### src/rtl/evt_pkg.sv
package evt_pkg;

    typedef enum logic [1:0] {
        ST_STOP = 2'd0,
        ST_RUN  = 2'd1,
        ST_ARM  = 2'd2,
        ST_XFER = 2'd3
    } evt_state_e;

    localparam int ADDR_W = 2;

    localparam logic [ADDR_W-1:0] REG_MODE = 2'd0;
    localparam logic [ADDR_W-1:0] REG_PRE  = 2'd1;
    localparam logic [ADDR_W-1:0] REG_TMR  = 2'd2;

    localparam int MODE_RUN  = 0;
    localparam int MODE_FALL = 1;
    localparam int MODE_PINB = 2;
    localparam int MODE_W    = 3;

endpackage

### src/rtl/evt_edge_sync.sv
module evt_edge_sync #(
    parameter int NPINS  = 2,
    parameter int STAGES = 2,
    localparam int SEL_W = (NPINS > 1) ? $clog2(NPINS) : 1
) (
    input  logic             clk,
    input  logic             rst_n,
    input  logic [NPINS-1:0] pins,
    input  logic [SEL_W-1:0] sel,
    input  logic             fall,
    output logic             cnt_en
);

    logic [NPINS-1:0] synced;
    logic             muxed;
    logic             prev_q;

    for (genvar i = 0; i < NPINS; i++) begin : g_sync
        logic [STAGES-1:0] chain_q;
        always_ff @(posedge clk or negedge rst_n) begin
            if (!rst_n) begin
                chain_q <= '0;
            end else begin
                chain_q <= {chain_q[STAGES-2:0], pins[i]};
            end
        end
        assign synced[i] = chain_q[STAGES-1];
    end

    assign muxed = synced[sel];

    always_ff @(posedge clk or negedge rst_n) begin
        if (!rst_n) begin
            prev_q <= 1'b0;
        end else begin
            prev_q <= muxed;
        end
    end

    assign cnt_en = fall ? (prev_q & ~muxed) : (~prev_q & muxed);

endmodule

### src/rtl/evt_down_stage.sv
module evt_down_stage #(
    parameter int W = 8
) (
    input  logic         clk,
    input  logic         rst_n,
    input  logic [W-1:0] wdata,
    input  logic         load_now,
    input  logic         stage_wr,
    input  logic         drop,
    input  logic         latch,
    input  logic         copy,
    input  logic         step,
    output logic [W-1:0] cnt,
    output logic         uf
);

    logic [W-1:0] rl_q;
    logic [W-1:0] stg_q;
    logic         pend_q;

    assign uf = step && (cnt == '0);

    always_ff @(posedge clk or negedge rst_n) begin
        if (!rst_n) begin
            rl_q   <= '0;
            stg_q  <= '0;
            pend_q <= 1'b0;
            cnt    <= '0;
        end else if (load_now) begin
            rl_q   <= wdata;
            cnt    <= wdata;
            pend_q <= 1'b0;
        end else begin
            if (stage_wr) begin
                stg_q  <= wdata;
                pend_q <= 1'b1;
            end else if (latch || drop) begin
                pend_q <= 1'b0;
            end
            if (latch && pend_q) begin
                rl_q <= stg_q;
            end
            if (copy) begin
                cnt <= rl_q;
            end else if (step) begin
                cnt <= uf ? rl_q : cnt - 1'b1;
            end
        end
    end

endmodule

### src/rtl/evt_ctrl_fsm.sv
module evt_ctrl_fsm
    import evt_pkg::*;
(
    input  logic              clk,
    input  logic              rst_n,
    input  logic              bus_wr,
    input  logic [ADDR_W-1:0] bus_addr,
    input  logic [MODE_W-1:0] mode_wdata,
    input  logic              cnt_en,
    output evt_state_e        state,
    output logic              mode_fall,
    output logic              mode_pinb,
    output logic              load_pre,
    output logic              load_tmr,
    output logic              stage_pre,
    output logic              stage_tmr,
    output logic              drop,
    output logic              latch,
    output logic              copy,
    output logic              step
);

    evt_state_e nxt;
    logic       wr_mode;
    logic       wr_pre;
    logic       wr_tmr;
    logic       wr_data;

    assign wr_mode = bus_wr && (bus_addr == REG_MODE);
    assign wr_pre  = bus_wr && (bus_addr == REG_PRE);
    assign wr_tmr  = bus_wr && (bus_addr == REG_TMR);
    assign wr_data = wr_pre || wr_tmr;

    always_comb begin
        nxt = state;
        unique case (state)
            ST_STOP: if (wr_mode && mode_wdata[MODE_RUN]) nxt = ST_RUN;
            ST_RUN:  if (wr_data) nxt = ST_ARM;
            ST_ARM: begin
                if (wr_data)     nxt = ST_ARM;
                else if (cnt_en) nxt = ST_XFER;
            end
            ST_XFER: begin
                if (wr_data)     nxt = ST_ARM;
                else if (cnt_en) nxt = ST_RUN;
            end
        endcase
        if (wr_mode && !mode_wdata[MODE_RUN]) nxt = ST_STOP;
    end

    always_ff @(posedge clk or negedge rst_n) begin
        if (!rst_n) begin
            state <= ST_STOP;
        end else begin
            state <= nxt;
        end
    end

    always_ff @(posedge clk or negedge rst_n) begin
        if (!rst_n) begin
            mode_fall <= 1'b0;
            mode_pinb <= 1'b0;
        end else if (wr_mode) begin
            mode_fall <= mode_wdata[MODE_FALL];
            mode_pinb <= mode_wdata[MODE_PINB];
        end
    end

    always_comb begin
        load_pre  = wr_pre && (state == ST_STOP);
        load_tmr  = wr_tmr && (state == ST_STOP);
        stage_pre = wr_pre && (state != ST_STOP);
        stage_tmr = wr_tmr && (state != ST_STOP);
        drop      = wr_mode && !mode_wdata[MODE_RUN] && (state != ST_STOP);
        latch     = (state == ST_ARM) && cnt_en;
        copy      = (state == ST_XFER) && cnt_en;
        step      = (state == ST_RUN) && cnt_en;
    end

endmodule

### src/rtl/evtcnt_timer.sv
module evtcnt_timer
    import evt_pkg::*;
#(
    parameter int DATA_W      = 8,
    parameter int SYNC_STAGES = 2
) (
    input  logic              clk,
    input  logic              rst_n,
    input  logic              pin_a,
    input  logic              pin_b,
    input  logic              bus_wr,
    input  logic [ADDR_W-1:0] bus_addr,
    input  logic [DATA_W-1:0] bus_wdata,
    output logic [DATA_W-1:0] bus_rdata,
    output logic              tmr_irq
);

    evt_state_e        state;
    logic              mode_fall;
    logic              mode_pinb;
    logic              cnt_en;
    logic              load_pre, load_tmr;
    logic              stage_pre, stage_tmr;
    logic              drop, latch, copy, step;
    logic [DATA_W-1:0] pre_cnt, tmr_cnt;
    logic              pre_uf, tmr_uf;
    logic [DATA_W-1:0] rd_mode;

    evt_edge_sync #(
        .NPINS  (2),
        .STAGES (SYNC_STAGES)
    ) u_edge (
        .clk    (clk),
        .rst_n  (rst_n),
        .pins   ({pin_b, pin_a}),
        .sel    (mode_pinb),
        .fall   (mode_fall),
        .cnt_en (cnt_en)
    );

    evt_ctrl_fsm u_fsm (
        .clk        (clk),
        .rst_n      (rst_n),
        .bus_wr     (bus_wr),
        .bus_addr   (bus_addr),
        .mode_wdata (bus_wdata[MODE_W-1:0]),
        .cnt_en     (cnt_en),
        .state      (state),
        .mode_fall  (mode_fall),
        .mode_pinb  (mode_pinb),
        .load_pre   (load_pre),
        .load_tmr   (load_tmr),
        .stage_pre  (stage_pre),
        .stage_tmr  (stage_tmr),
        .drop       (drop),
        .latch      (latch),
        .copy       (copy),
        .step       (step)
    );

    evt_down_stage #(.W(DATA_W)) u_pre (
        .clk      (clk),
        .rst_n    (rst_n),
        .wdata    (bus_wdata),
        .load_now (load_pre),
        .stage_wr (stage_pre),
        .drop     (drop),
        .latch    (latch),
        .copy     (copy),
        .step     (step),
        .cnt      (pre_cnt),
        .uf       (pre_uf)
    );

    evt_down_stage #(.W(DATA_W)) u_tmr (
        .clk      (clk),
        .rst_n    (rst_n),
        .wdata    (bus_wdata),
        .load_now (load_tmr),
        .stage_wr (stage_tmr),
        .drop     (drop),
        .latch    (latch),
        .copy     (copy),
        .step     (pre_uf),
        .cnt      (tmr_cnt),
        .uf       (tmr_uf)
    );

    always_ff @(posedge clk or negedge rst_n) begin
        if (!rst_n) begin
            tmr_irq <= 1'b0;
        end else begin
            tmr_irq <= tmr_uf;
        end
    end

    always_comb begin
        rd_mode            = '0;
        rd_mode[MODE_RUN]  = (state != ST_STOP);
        rd_mode[MODE_FALL] = mode_fall;
        rd_mode[MODE_PINB] = mode_pinb;
    end

    always_comb begin
        case (bus_addr)
            REG_MODE: bus_rdata = rd_mode;
            REG_PRE:  bus_rdata = pre_cnt;
            REG_TMR:  bus_rdata = tmr_cnt;
            default:  bus_rdata = '0;
        endcase
    end

endmodule

### config.mk
export PLATFORM = sky130hd
export DESIGN_NAME = evtcnt_timer
export DESIGN_NICKNAME = d
export VERILOG_FILES = /design/src/rtl/evt_pkg.sv /design/src/rtl/evt_edge_sync.sv /design/src/rtl/evt_down_stage.sv /design/src/rtl/evt_ctrl_fsm.sv /design/src/rtl/evtcnt_timer.sv
export SDC_FILE = /design/constraint.sdc
export NUM_CORES = 1
export LEC_CHECK = 0
export BUFFER_PORTS_ARGS = -buffer_cell sky130_fd_sc_hd__buf_2
export CAP_MARGIN = 15
export CORE_MARGIN = 2
export CORE_UTILIZATION = 54
export CTS_CLUSTER_DIAMETER = 80
export DETAILED_ROUTE_END_ITERATION = 8
export PLACE_DENSITY = 0.83
export SLEW_MARGIN = 40
export SYNTH_ARGS = -nofsm -noshare
export SYNTH_HDL_FRONTEND = slang
export SYNTH_SLANG_ARGS = --single-unit
### constraint.sdc
create_clock -name clk -period 2.05 [get_ports clk]
set_input_delay 0.205 -clock clk [delete_from_list [all_inputs] [get_ports clk]]
set_output_delay 0.205 -clock clk [all_outputs]
set_load 0.1 [all_outputs]
==> out/summary.txt, run 1 <==
Root Driver: clkbuf_8
core region area: 5540 sq um
Hold Path Class: in2reg
Fin. Hold Viols: 0
H-tree levels: 3
post-route ant nets: 0
Avg Inst Size Synth: 10.4 sq um
area leader, netlist: dfrtp_1
Post-synth top cells: dfrtp_1, nand2_1, mux2i_1, o21ai_0, mux2_2
Post-Route Setup TNS: 0 ns
Buffers on Ports: 23
yosys warns: 0
post-synthesis compound-gate area fraction: 0.141
largest family of logic cells by synthesized area: simple AND/OR/NAND/NOR gates
vias in the first global route: 2488
adder-cell share of the synthesized area: 0.0120
CTS buffer count: 9
Worst slew margin: 0.680
initial antenna violation count: 0
Total GRT Usage: 0.271
CTS tree: done
CP Capture Type: flop
Antenna diodes: 0
top cells by area, synth: dfrtp_1, mux2i_1, mux2_2
crit path from: u_pre.cnt[0]
Post-synth ARST share: 1.00
EDFF count, synth: 0
Die Area: 6420 sq um
final setup fails: 0
First-pass DRT Iterations: 5
Initial Util: 0.565
P per Cell Area: 1490 nW/um^2
CP required: 2.31 ns
Cells after Synth: 300
chip width: 80.1 um
top-count cell post-synth: dfrtp_1
critical path fanouts, max: 5
residual DRC count: 0
CP startpoint kind: flop
num ports: 24
r2r startpoint: u_pre.cnt[0]
simple logic cell fraction of the synthesized area: 0.157
per-cell routed wire length: 18.6 um
Final Core Density: 0.700
register bit total from synthesis: 60
status: finished clean
Static Leak: 1.63 nW
mux cell area share after synthesis: 0.148
worst r2r dst: u_pre.cnt[7]
clk slew on worst S/H paths: 0.07 ns
Post-Syn Nets: 318
area occupied by multi-input gates: 1580 sq um
reg2reg path depth: 5
max-cap violation count: 0
DRT Wirelength: 7790 um
largest net degree at the start of global routing: 61
placed cells: 402
Peak VDD IR: 0.000708 V
slew at the pin with the worst max-slew slack: 0.483 ns
fin cells: 420
aggregate global routing overflow: 0
# rows: 27
postcts setup bufs: 0
Iter 0 DRT Violations: 361
Fill cells: 384
layout cell share with drive strength beyond 1: 0.290
FF/Latch Area: 1500 sq um
crit share post-route: 0.966
Layout area overhead: 23.8%
Worst Clk Skew: 0.0114 ns
final worst-path setup slack: 0.0690 ns
Die Y: 80.1 um
Pwr Total: 5.76 mW
via count: 2604
critical path endpoint: u_pre.cnt[7]
Clock Path Buffers: 2
Max Clk Rate: 505 MHz
Post-synth top flop: dfrtp_1
Max Slew Vio Count: 0
first-pass GRT wire length: 12900 um
Crit Path Class: reg2reg
r2r setup slk: 0.07 ns
Placement Setup Slack: 0.0445 ns
Tmin final: 1.98 ns
crit path DAT: 2.24 ns
sequential area share after synthesis: 0.480
dpl hpwl: 5340 um
hold depth: 3
clock sinks: 60
xor and xnor fraction of the mapped netlist area: 0.0252
Via-to-Cell Ratio: 6.20
Placer Congestion: 0.934
RSZ-0062 raised after global routing: no
Skew-Pair Late Insertion Delay: 0.35 ns
Final nets: 362
Synth cell types: 50
Syn Std Cell Area: 3130 sq um
Synth top area share: 0.480
-- timing repair --
item,CTS,global route
hold buffers,3,0
setup endpoints to repair,2,12
resized for setup,2,8
hold endpoints to repair,62,0
-- power breakdown --
part	total, mW	switching (mW)	internal [mW]
Combinational	2.48	1.36	1.12
Clock	1.12	0.461	0.656
Sequential	2.16	0.473	1.69
-- cell usage in the layout, fill, tap and decap left out, drive strengths merged, types with 2 or more instances in the layout --
master,n
nor4b,2
inv,9
mux2,19
a22o,5
nor3,4
nand3,7
o31ai,2
clkbuf,14
nand3b,2
nand2,44
or4b,2
and3,4
ha,3
o21ai,22
mux2i,25
dfrtp,60
a32oi,7
a21o,2
nor4,3
buf,45
o211ai,9
a21oi,7
nor2,16
o311ai,2
dlygate4sd3,3
o221ai,3
or4,3
nor2b,3
xnor2,9
-- routing by layer --
metal  track usage  up-vias  part of all wire
li1              -     1186                 -
met1         0.385     1276              0.44
met2         0.403      121              0.48
met3        0.0483       21             0.057
met4         0.129        0             0.024
met5             0        -                 0
-- state kept, by name, indices dropped and copies added (netlist names) --
register,cells
u_fsm.state,2
u_pre.rl_q,8
u_tmr.cnt,8
u_pre.stg_q,8
u_pre.pend_q,1
u_fsm.mode_pinb,1
u_tmr.stg_q,8
u_tmr.pend_q,1
u_tmr.rl_q,8
u_edge.prev_q,1
u_fsm.mode_fall,1
u_edge.g_sync.chain_q,4
tmr_irq,1
u_pre.cnt,8
-- metrics by stage --
step / instance area [sq um] / hold WS (ns)
floorplan: 3140 / -0.0906
global placement: 3600 / 0.235
detailed placement: 3600 / 0.238
CTS: 3840 / 0.139
global route: 3880 / 0.167
finish: 3880 / 0.141
-- cell type report --
cell class                      count  share of cell area
Multi-Input combinational cell    216               0.407
Clock buffer                       14              0.0445
Clock inverter                      1             0.00775
Tap cell                           72              0.0232
Sequential cell                    60               0.388
Inverter                            9             0.00872
Timing Repair Buffer               48               0.121
-- worst min path at each step --
stage,startpoint,endpoint
final,bus_wdata[6],u_tmr.rl_q[6]
after global routing,bus_wdata[6],u_pre.stg_q[6]
after CTS,bus_wdata[6],u_tmr.rl_q[6]
after detailed placement,rst_n,u_pre.stg_q[2]
after global placement,rst_n,u_pre.stg_q[1]
after floorplan,rst_n,tmr_irq
-- critical path, cell delays in order, from the launching register on --
cell and delay [ns]:
dfrtp_2 0.45, or4_4 0.53, or4_1 0.44, xnor2_1 0.20, mux2i_1 0.10, o211ai_1 0.18
-- kinds of logic (layout without fill, tap and decap cells) --
family | after synthesis | in the layout
AOI/OAI and AO/OA | 64 | 64
adders and majority gates | 3 | 3
DFF | 60 | 60
muxes | 44 | 44
xor gates and xnor gates | 9 | 9
buffers and inverters | 24 | 72
and+or+nand+nor | 96 | 96
No activity file was read; power rests on OpenSTA's default activity.
==> run 2, diff against run 1 <==
--- a/config.mk
+++ b/config.mk
@@ -5,13 +5,14 @@
 export SDC_FILE = /design/constraint.sdc
 export NUM_CORES = 1
 export LEC_CHECK = 0
+export ABC_AREA = 1
 export BUFFER_PORTS_ARGS = -buffer_cell sky130_fd_sc_hd__buf_2
 export CAP_MARGIN = 15
 export CORE_MARGIN = 2
 export CORE_UTILIZATION = 54
 export CTS_CLUSTER_DIAMETER = 80
 export DETAILED_ROUTE_END_ITERATION = 8
-export PLACE_DENSITY = 0.83
+export PLACE_DENSITY = 0.82
 export SLEW_MARGIN = 40
 export SYNTH_ARGS = -nofsm -noshare
 export SYNTH_HDL_FRONTEND = slang
==> run 2 against run 1 <==
Worst setup slack gained 0.11 ns. Hold slack is essentially flat. Utilization shrank 5.7 points. Largest power group unchanged. Synthesized area grew 7.0%. Sequential cell count is the same. Clock power is essentially flat. Combinational power grew 2%. Sequential power shrank 4%.
==> out/summary.txt, run 2 <==
CP Capture Type: flop (unchanged)
status: finished clean (unchanged)
FF/Latch Area: 1500 sq um (about the same)
top cells by area, synth: dfrtp_1, nand3_1, nand2_1 (was dfrtp_1, mux2i_1, mux2_2)
DRT Wirelength: 8260 um (was 7790 um)
Placement Setup Slack: 0.220 ns (was 0.0445 ns)
Static Leak: 2.00 nW (was 1.63 nW)
P per Cell Area: 1490 nW/um^2 (about the same)
Root Driver: clkbuf_8 (unchanged)
per-cell routed wire length: 14.8 um (was 18.6 um)
most common cell after layout, fill and taps aside: nand2_1 (was dfrtp_1)
CTS tree: done (unchanged)
CP required: 2.29 ns (was 2.31 ns)
Tmin final: 1.87 ns (was 1.98 ns)
Clock Path Buffers: 2 (unchanged)
commonest non-fill, non-tap cells in the layout: nand2_1, nand3_1, inv_1, dfrtp_1, buf_2 (was dfrtp_1, nand2_1, mux2i_1)
Buffers on Ports: 23 (unchanged)
r2r setup slk: 0.18 ns (was 0.07 ns)
Via-to-Cell Ratio: 5.49 (was 6.20)
clock sinks: 60 (unchanged)
Post-synth top cells: nand2_1, nand3_1, inv_1, dfrtp_1, nor2_1 (was dfrtp_1, nand2_1, mux2i_1, o21ai_0, mux2_2)
reg2reg path depth: 9 (was 5)
initial antenna violation count: 0 (unchanged)
worst hold path endpoint: u_tmr.stg_q[7] (was u_tmr.rl_q[6])
H-tree levels: 3 (unchanged)
critical path fanouts, max: 16 (was 5)
Avg Inst Size Synth: 7.61 sq um (was 10.4 sq um)
top-count cell post-synth: nand2_1 (was dfrtp_1)
RSZ-0062 raised after global routing: no (unchanged)
vias in the first global route: 2799 (was 2488)
placed cell area: 3590 sq um (was 3600 sq um)
crit share post-route: 0.912 (was 0.966)
Final Core Density: 0.642 (was 0.700)
Fin. Hold Viols: 0 (unchanged)
Iter 0 DRT Violations: 324 (was 361)
Finished Cell Area: 3830 sq um (was 3880 sq um)
postcts setup bufs: 0 (unchanged)
post-route ant nets: 0 (unchanged)
r2r startpoint: u_pre.cnt[0] (unchanged)
Die Y: 82.7 um (was 80.1 um)
clk slew on worst S/H paths: 0.07 ns (about the same)
sequential area share after synthesis: 0.448 (was 0.480)
Final nets: 495 (was 362)
Syn Std Cell Area: 3350 sq um (was 3130 sq um)
fin cells: 557 (was 420)
Crit path top cell by count: nand2_1
slew at the pin with the worst max-slew slack: 0.559 ns (was 0.483 ns)
Critical-path top delay cell: dfrtp_1 (was or4_4)
Cells after Synth: 440 (was 300)
register bit total from synthesis: 60 (unchanged)
worst r2r dst: u_pre.cnt[1] (was u_pre.cnt[7])
crit path DAT: 2.11 ns (was 2.24 ns)
area occupied by multi-input gates: 1540 sq um (was 1580 sq um)
Crit path max-delay family: simple AND/OR/NAND/NOR gates (unchanged)
max incr delay on CP: 0.39 ns (was 0.53 ns)
Layout area overhead: 14.3% (was 23.8%)
Initial Util: 0.562 (was 0.565)
chip width: 82.7 um (was 80.1 um)
placed cells: 538 (was 402)
Post-Route Setup TNS: 0 ns (unchanged)
CP cell instances: inv_1 > ha_1 > nand2_1 > nor2_1 > nand4_4 > nand2_2 > nand2_1 > nand3_1 > nand2_1 (was or4_4 > or4_1 > xnor2_1 > mux2i_1 > o211ai_1)
Crit Path Class: reg2reg (unchanged)
Placer Congestion: 0.919 (was 0.934)
Synth cell types: 34 (was 50)
Antenna diodes: 0 (unchanged)
Worst Clk Skew: 0.00748 ns (was 0.0114 ns)
CTS buffer count: 9 (unchanged)
EDFF count, synth: 0 (unchanged)
Die Area: 6850 sq um (was 6420 sq um)
yosys warns: 0 (unchanged)
CP startpoint kind: flop (unchanged)
Post-synth top flop: dfrtp_1 (unchanged)
final setup fails: 0 (unchanged)
First-pass DRT Iterations: 5 (unchanged)
residual DRC count: 0 (unchanged)
Fill cells: 498 (was 384)
hold depth: 3 (unchanged)
num ports: 24 (unchanged)
Hold Path Class: in2reg (unchanged)
Max Slew Vio Count: 0 (unchanged)
Post-Syn Nets: 458 (was 318)
Peak VDD IR: 0.000998 V (was 0.000708 V)
layout cell share with drive strength beyond 1: 0.156 (was 0.290)
max-cap violation count: 0 (unchanged)
largest net degree at the start of global routing: 40 (was 61)
via count: 3058 (was 2604)
Pwr Total: 5.71 mW (was 5.76 mW)
hold slack: 0.142 ns (was 0.141 ns)
Skew-Pair Late Insertion Delay: 0.35 ns (about the same)
Synth top area share: 0.448 (was 0.480)
Post-synth ARST share: 1.00 (unchanged)
Worst slew margin: 0.626 (was 0.680)
area leader, netlist: dfrtp_1 (unchanged)
dpl hpwl: 6140 um (was 5340 um)
Max Clk Rate: 535 MHz (was 505 MHz)
core region area: 5960 sq um (was 5540 sq um)
first-pass GRT wire length: 13600 um (was 12900 um)
# rows: 28 (was 27)
Total GRT Usage: 0.271 (about the same)
hold path start: bus_wdata[7] (was bus_wdata[6])
aggregate global routing overflow: 0 (unchanged)
Buffers & Inverters on Critical Path: 1 (was 0)
final worst-path setup slack: 0.180 ns (was 0.0690 ns)
==> run 2: cell count changes after synthesis, sizes merged, moves of 6 or more <==
cell    delta
a32oi      -7
clkbuf     -7
inv       +66
mux2      -14
mux2i     -25
nand2     +79
nand3     +83
nor2      +11
o211ai     -6
o22ai      +7
xnor2      -7
xor2       +6
==> run 2: worst reg2reg max path, cell delays in order, from the launching register on <==
cell and delay, ns:
dfrtp_1 0.39, inv_1 0.14, ha_1 0.23, nand2_1 0.09, nor2_1 0.18, nand4_4 0.17
nand2_2 0.30, nand2_1 0.12, nand3_1 0.08, nand2_1 0.05
==> run 2: kinds of logic (layout without fill, tap and decap cells) <==
kind of cell / count (synthesis) / count (layout) / share of synthesized area
multiplexers: 5 / 5 / 0.0168
XOR/XNOR: 8 / 8 / 0.0209
flip-flops: 60 / 60 / 0.448
AO/OA/AOI/OAI: 37 / 37 / 0.0665
adder cells (fa/ha/maj): 3 / 3 / 0.0112
buffers and inverters: 82 / 124 / 0.0960
AND/OR/NAND/NOR: 245 / 245 / 0.340
==> run 2: worst max-delay path by stage <==
stage	start	cells past startpoint	to
after floorplan	bus_addr[0]	4	bus_rdata[3]
after global placement	u_pre.cnt[0]	9	u_pre.cnt[7]
after detailed placement	u_pre.cnt[0]	9	u_pre.cnt[1]
after CTS	u_fsm.state[1]	3	bus_rdata[0]
after global routing	u_pre.cnt[0]	9	u_pre.cnt[5]
final	u_pre.cnt[0]	9	u_pre.cnt[1]
==> run 2: power by group <==
| group | internal (mW) | switching, mW |
|---|---|---|
| Clock | 0.623 | 0.467 |
| Combinational | 0.831 | 1.71 |
| Sequential | 1.70 | 0.384 |
==> run 2: cell type report <==
cell class              instances  area share
repair buffers                 31      0.0510
clock buffers                  12      0.0405
inverters                      77      0.0755
well taps                      75      0.0245
flip-flops and latches         60       0.392
multi-input cells             298       0.404
clock inverters                 4      0.0124
==> run 2: what timing repair did <==
action	CTS	global route
hold buffers	3	0
resized for setup	0	0
hold endpoints to repair	23	0
==> run 2: routing by layer <==
metal	up-vias	wire [um]	GRT usage
met5	-	0	0
li1	1499	-	-
met3	13	547	0.0674
met2	123	3750	0.405
met1	1423	3850	0.385
met4	0	119	0.0967
==> run 3, diff against run 2 <==
--- a/config.mk
+++ b/config.mk
@@ -9,10 +9,10 @@
 export BUFFER_PORTS_ARGS = -buffer_cell sky130_fd_sc_hd__buf_2
 export CAP_MARGIN = 15
 export CORE_MARGIN = 2
-export CORE_UTILIZATION = 54
+export CORE_UTILIZATION = 60
 export CTS_CLUSTER_DIAMETER = 80
 export DETAILED_ROUTE_END_ITERATION = 8
-export PLACE_DENSITY = 0.82
+export PLACE_DENSITY = 0.86
 export SLEW_MARGIN = 40
 export SYNTH_ARGS = -nofsm -noshare
 export SYNTH_HDL_FRONTEND = slang
==> constraint.sdc (replaced) <==
create_clock -name clk -period 1.85 [get_ports clk]
set_input_delay 0.185 -clock clk [delete_from_list [all_inputs] [get_ports clk]]
set_output_delay 0.185 -clock clk [all_outputs]
set_load 0.1 [all_outputs]
==> run 3 against run 2 <==
Via count grew 3.5%. Worst setup slack lost 0.082 ns. Routed wire length grew 7.1%. Non-clock buffer count grew 4. Critical path type is now reg2out. Critical endpoint is now bus_rdata[0]. Largest cell class unchanged.
==> out/summary.txt, run 3 (synthesized netlist as in run 2, its figures left out) <==
status: finished clean (unchanged)
Buffers on Ports: 23 (unchanged)
CP startpoint kind: flop (unchanged)
most common cell after layout, fill and taps aside: nand2_1 (unchanged)
via count: 3164 (was 3058)
CTS buffer count: 9 (unchanged)
Placer Congestion: 0.972 (was 0.919)
Pwr Total: 6.46 mW (was 5.71 mW)
vias in the first global route: 3017 (was 2799)
Hold Path Class: in2reg (unchanged)
Static Leak: 2.02 nW (was 2.00 nW)
clk slew on worst S/H paths: 0.07 ns (about the same)
max incr delay on CP: 0.51 ns (was 0.39 ns)
final setup fails: 0 (unchanged)
critical path fanouts, max: 6 (was 16)
fin cells: 558 (was 557)
Initial Util: 0.616 (was 0.562)
Critical-path top delay cell: dfrtp_1 (unchanged)
postcts setup bufs: 0 (unchanged)
First-pass DRT Iterations: 5 (unchanged)
Final nets: 499 (was 495)
Total GRT Usage: 0.314 (was 0.271)
CTS tree: done (unchanged)
Clock Path Buffers: 2 (unchanged)
slew at the pin with the worst max-slew slack: 0.488 ns (was 0.559 ns)
first-pass GRT wire length: 14800 um (was 13600 um)
crit path DAT: 1.57 ns (was 2.11 ns)
placed cells: 539 (was 538)
per-cell routed wire length: 15.8 um (was 14.8 um)
Worst slew margin: 0.677 (was 0.626)
post-route ant nets: 0 (unchanged)
largest net degree at the start of global routing: 61 (was 40)
Fin. Hold Viols: 0 (unchanged)
Max Slew Vio Count: 0 (unchanged)
CP Capture Type: primary output (was flop)
max layer used: met4 (unchanged)
CP required: 1.66 ns (was 2.29 ns)
layout cell share with drive strength beyond 1: 0.169 (was 0.156)
max-cap violation count: 0 (unchanged)
CP cell instances: nor2_4 > o221ai_2 > buf_2 (was inv_1 > ha_1 > nand2_1 > nor2_1 > nand4_4 > nand2_2 > nand2_1 > nand3_1 > nand2_1)
Die Y: 78.7 um (was 82.7 um)
Antenna diodes: 0 (unchanged)
Fill cells: 422 (was 498)
Via-to-Cell Ratio: 5.67 (was 5.49)
dpl hpwl: 6250 um (was 6140 um)
Iter 0 DRT Violations: 382 (was 324)
aggregate global routing overflow: 0 (unchanged)
Skew-Pair Late Insertion Delay: 0.34 ns (was 0.35 ns)
Crit Path Class: reg2out (was reg2reg)
RSZ-0062 raised after global routing: no (unchanged)
Worst Clk Skew: 0.00856 ns (was 0.00748 ns)
Die Area: 6190 sq um (was 6850 sq um)
commonest non-fill, non-tap cells in the layout: nand2_1, nand3_1, inv_1, dfrtp_1 (was nand2_1, nand3_1, inv_1, dfrtp_1, buf_2)
Layout area overhead: 16.1% (was 14.3%)
met1 WL: 3780 um (was 3850 um)
DR WL met3: 682 um (was 547 um)
Buffers & Inverters on Critical Path: 1 (unchanged)
initial antenna violation count: 0 (unchanged)
residual DRC count: 0 (unchanged)
WL met2: 4120 um (was 3750 um)
chip width: 78.7 um (was 82.7 um)
Peak VDD IR: 0.000829 V (was 0.000998 V)
# rows: 27 (was 28)
core region area: 5440 sq um (was 5960 sq um)
Root Driver: clkbuf_8 (unchanged)
clock sinks: 60 (unchanged)
Tmin final: 1.75 ns
Crit path max-delay family: flip-flops (was simple AND/OR/NAND/NOR gates)
H-tree levels: 3 (unchanged)
DRT Wirelength: 8840 um (was 8260 um)
crit share post-route: 0.947
Max Clk Rate: 571 MHz
P per Cell Area: 1660 nW/um^2 (was 1490 nW/um^2)
num ports: 24 (unchanged)
[run 3: cell count changes in the layout (fill, tap and decap cells not counted), moves of 2 or more]
cell | before | now
nand3_2 | 2 | 4
clkinv_2 | 2 | 0
nand3_1 | 87 | 85
buf_4 | 4 | 8
[run 3: worst paths after layout]
kind / cells after the start / end / startpoint / slack [ns]
min in group asynchronous: 3 / u_fsm.mode_fall / rst_n / 0.41
worst max-delay path: 3 / bus_rdata[0] / u_fsm.state[1] / 0.1
worst max register to register: 9 / u_tmr.cnt[5] / u_pre.cnt[0] / 0.12
max in group asynchronous: 3 / tmr_irq / rst_n / 1.17
worst min-delay path: 3 / u_tmr.stg_q[3] / bus_wdata[3] / 0.12
worst min register to register: 0 / u_edge.g_sync[0].chain_q[1] / u_edge.g_sync[0].chain_q[0] / 0.37
[run 3: tightest hold or removal path, cell delays in order]
cell and delay (ns):
buf_2 0.14, nand2_1 0.07, nand2_1 0.04
[run 3: cell type report]
class                   instances  area (sq um)  share of cell area
repair buffers                 35           240              0.0618
well taps                      72          90.1              0.0232
inverters                      77           289              0.0744
clock buffers                  13           159              0.0409
clock inverters                 3          45.0              0.0116
flip-flops and latches         60          1500               0.386
multi-input cells             298          1560               0.402
[run 3: timing repair]
| item | 4_1_cts | 5_1_grt |
|---|---|---|
| hold endpoints to repair | 62 | 0 |
| setup endpoints to repair | 0 | 21 |
| gates resized for setup | 0 | 5 |
| hold buffers | 3 | 0 |
[run 3: through the flow]
| stage | setup TNS (ns) | worst slack [ns] | hold WS (ns) | area (sq um) | utilization |
|---|---|---|---|---|---|
| floorplan | -1.59 | -0.319 | -0.111 | 3370 | - |
| global placement | 0 | 0.190 | 0.212 | 3630 | 0.668 |
| detailed placement | 0 | 0.0789 | 0.213 | 3630 | 0.668 |
| CTS | 0 | 0.0424 | 0.113 | 3870 | 0.711 |
| global route | 0 | 0.0117 | 0.121 | 3890 | 0.715 |
| finish | 0 | 0.0986 | 0.121 | 3890 | 0.715 |
[run 3: power by group]
part           internal (mW)  leakage, nW  total, mW  switching, mW
combinational          0.980         1.19       2.89           1.91
clock                  0.697       0.0959       1.24          0.540
sequential              1.88        0.738       2.33          0.452
[run 3: routing by layer]
layer  GRT usage  vias to the layer above
met2       0.479                      148
met5           0                        -
met4       0.139                        0
met1       0.427                     1487
li1            -                     1503
met3      0.0795                       26
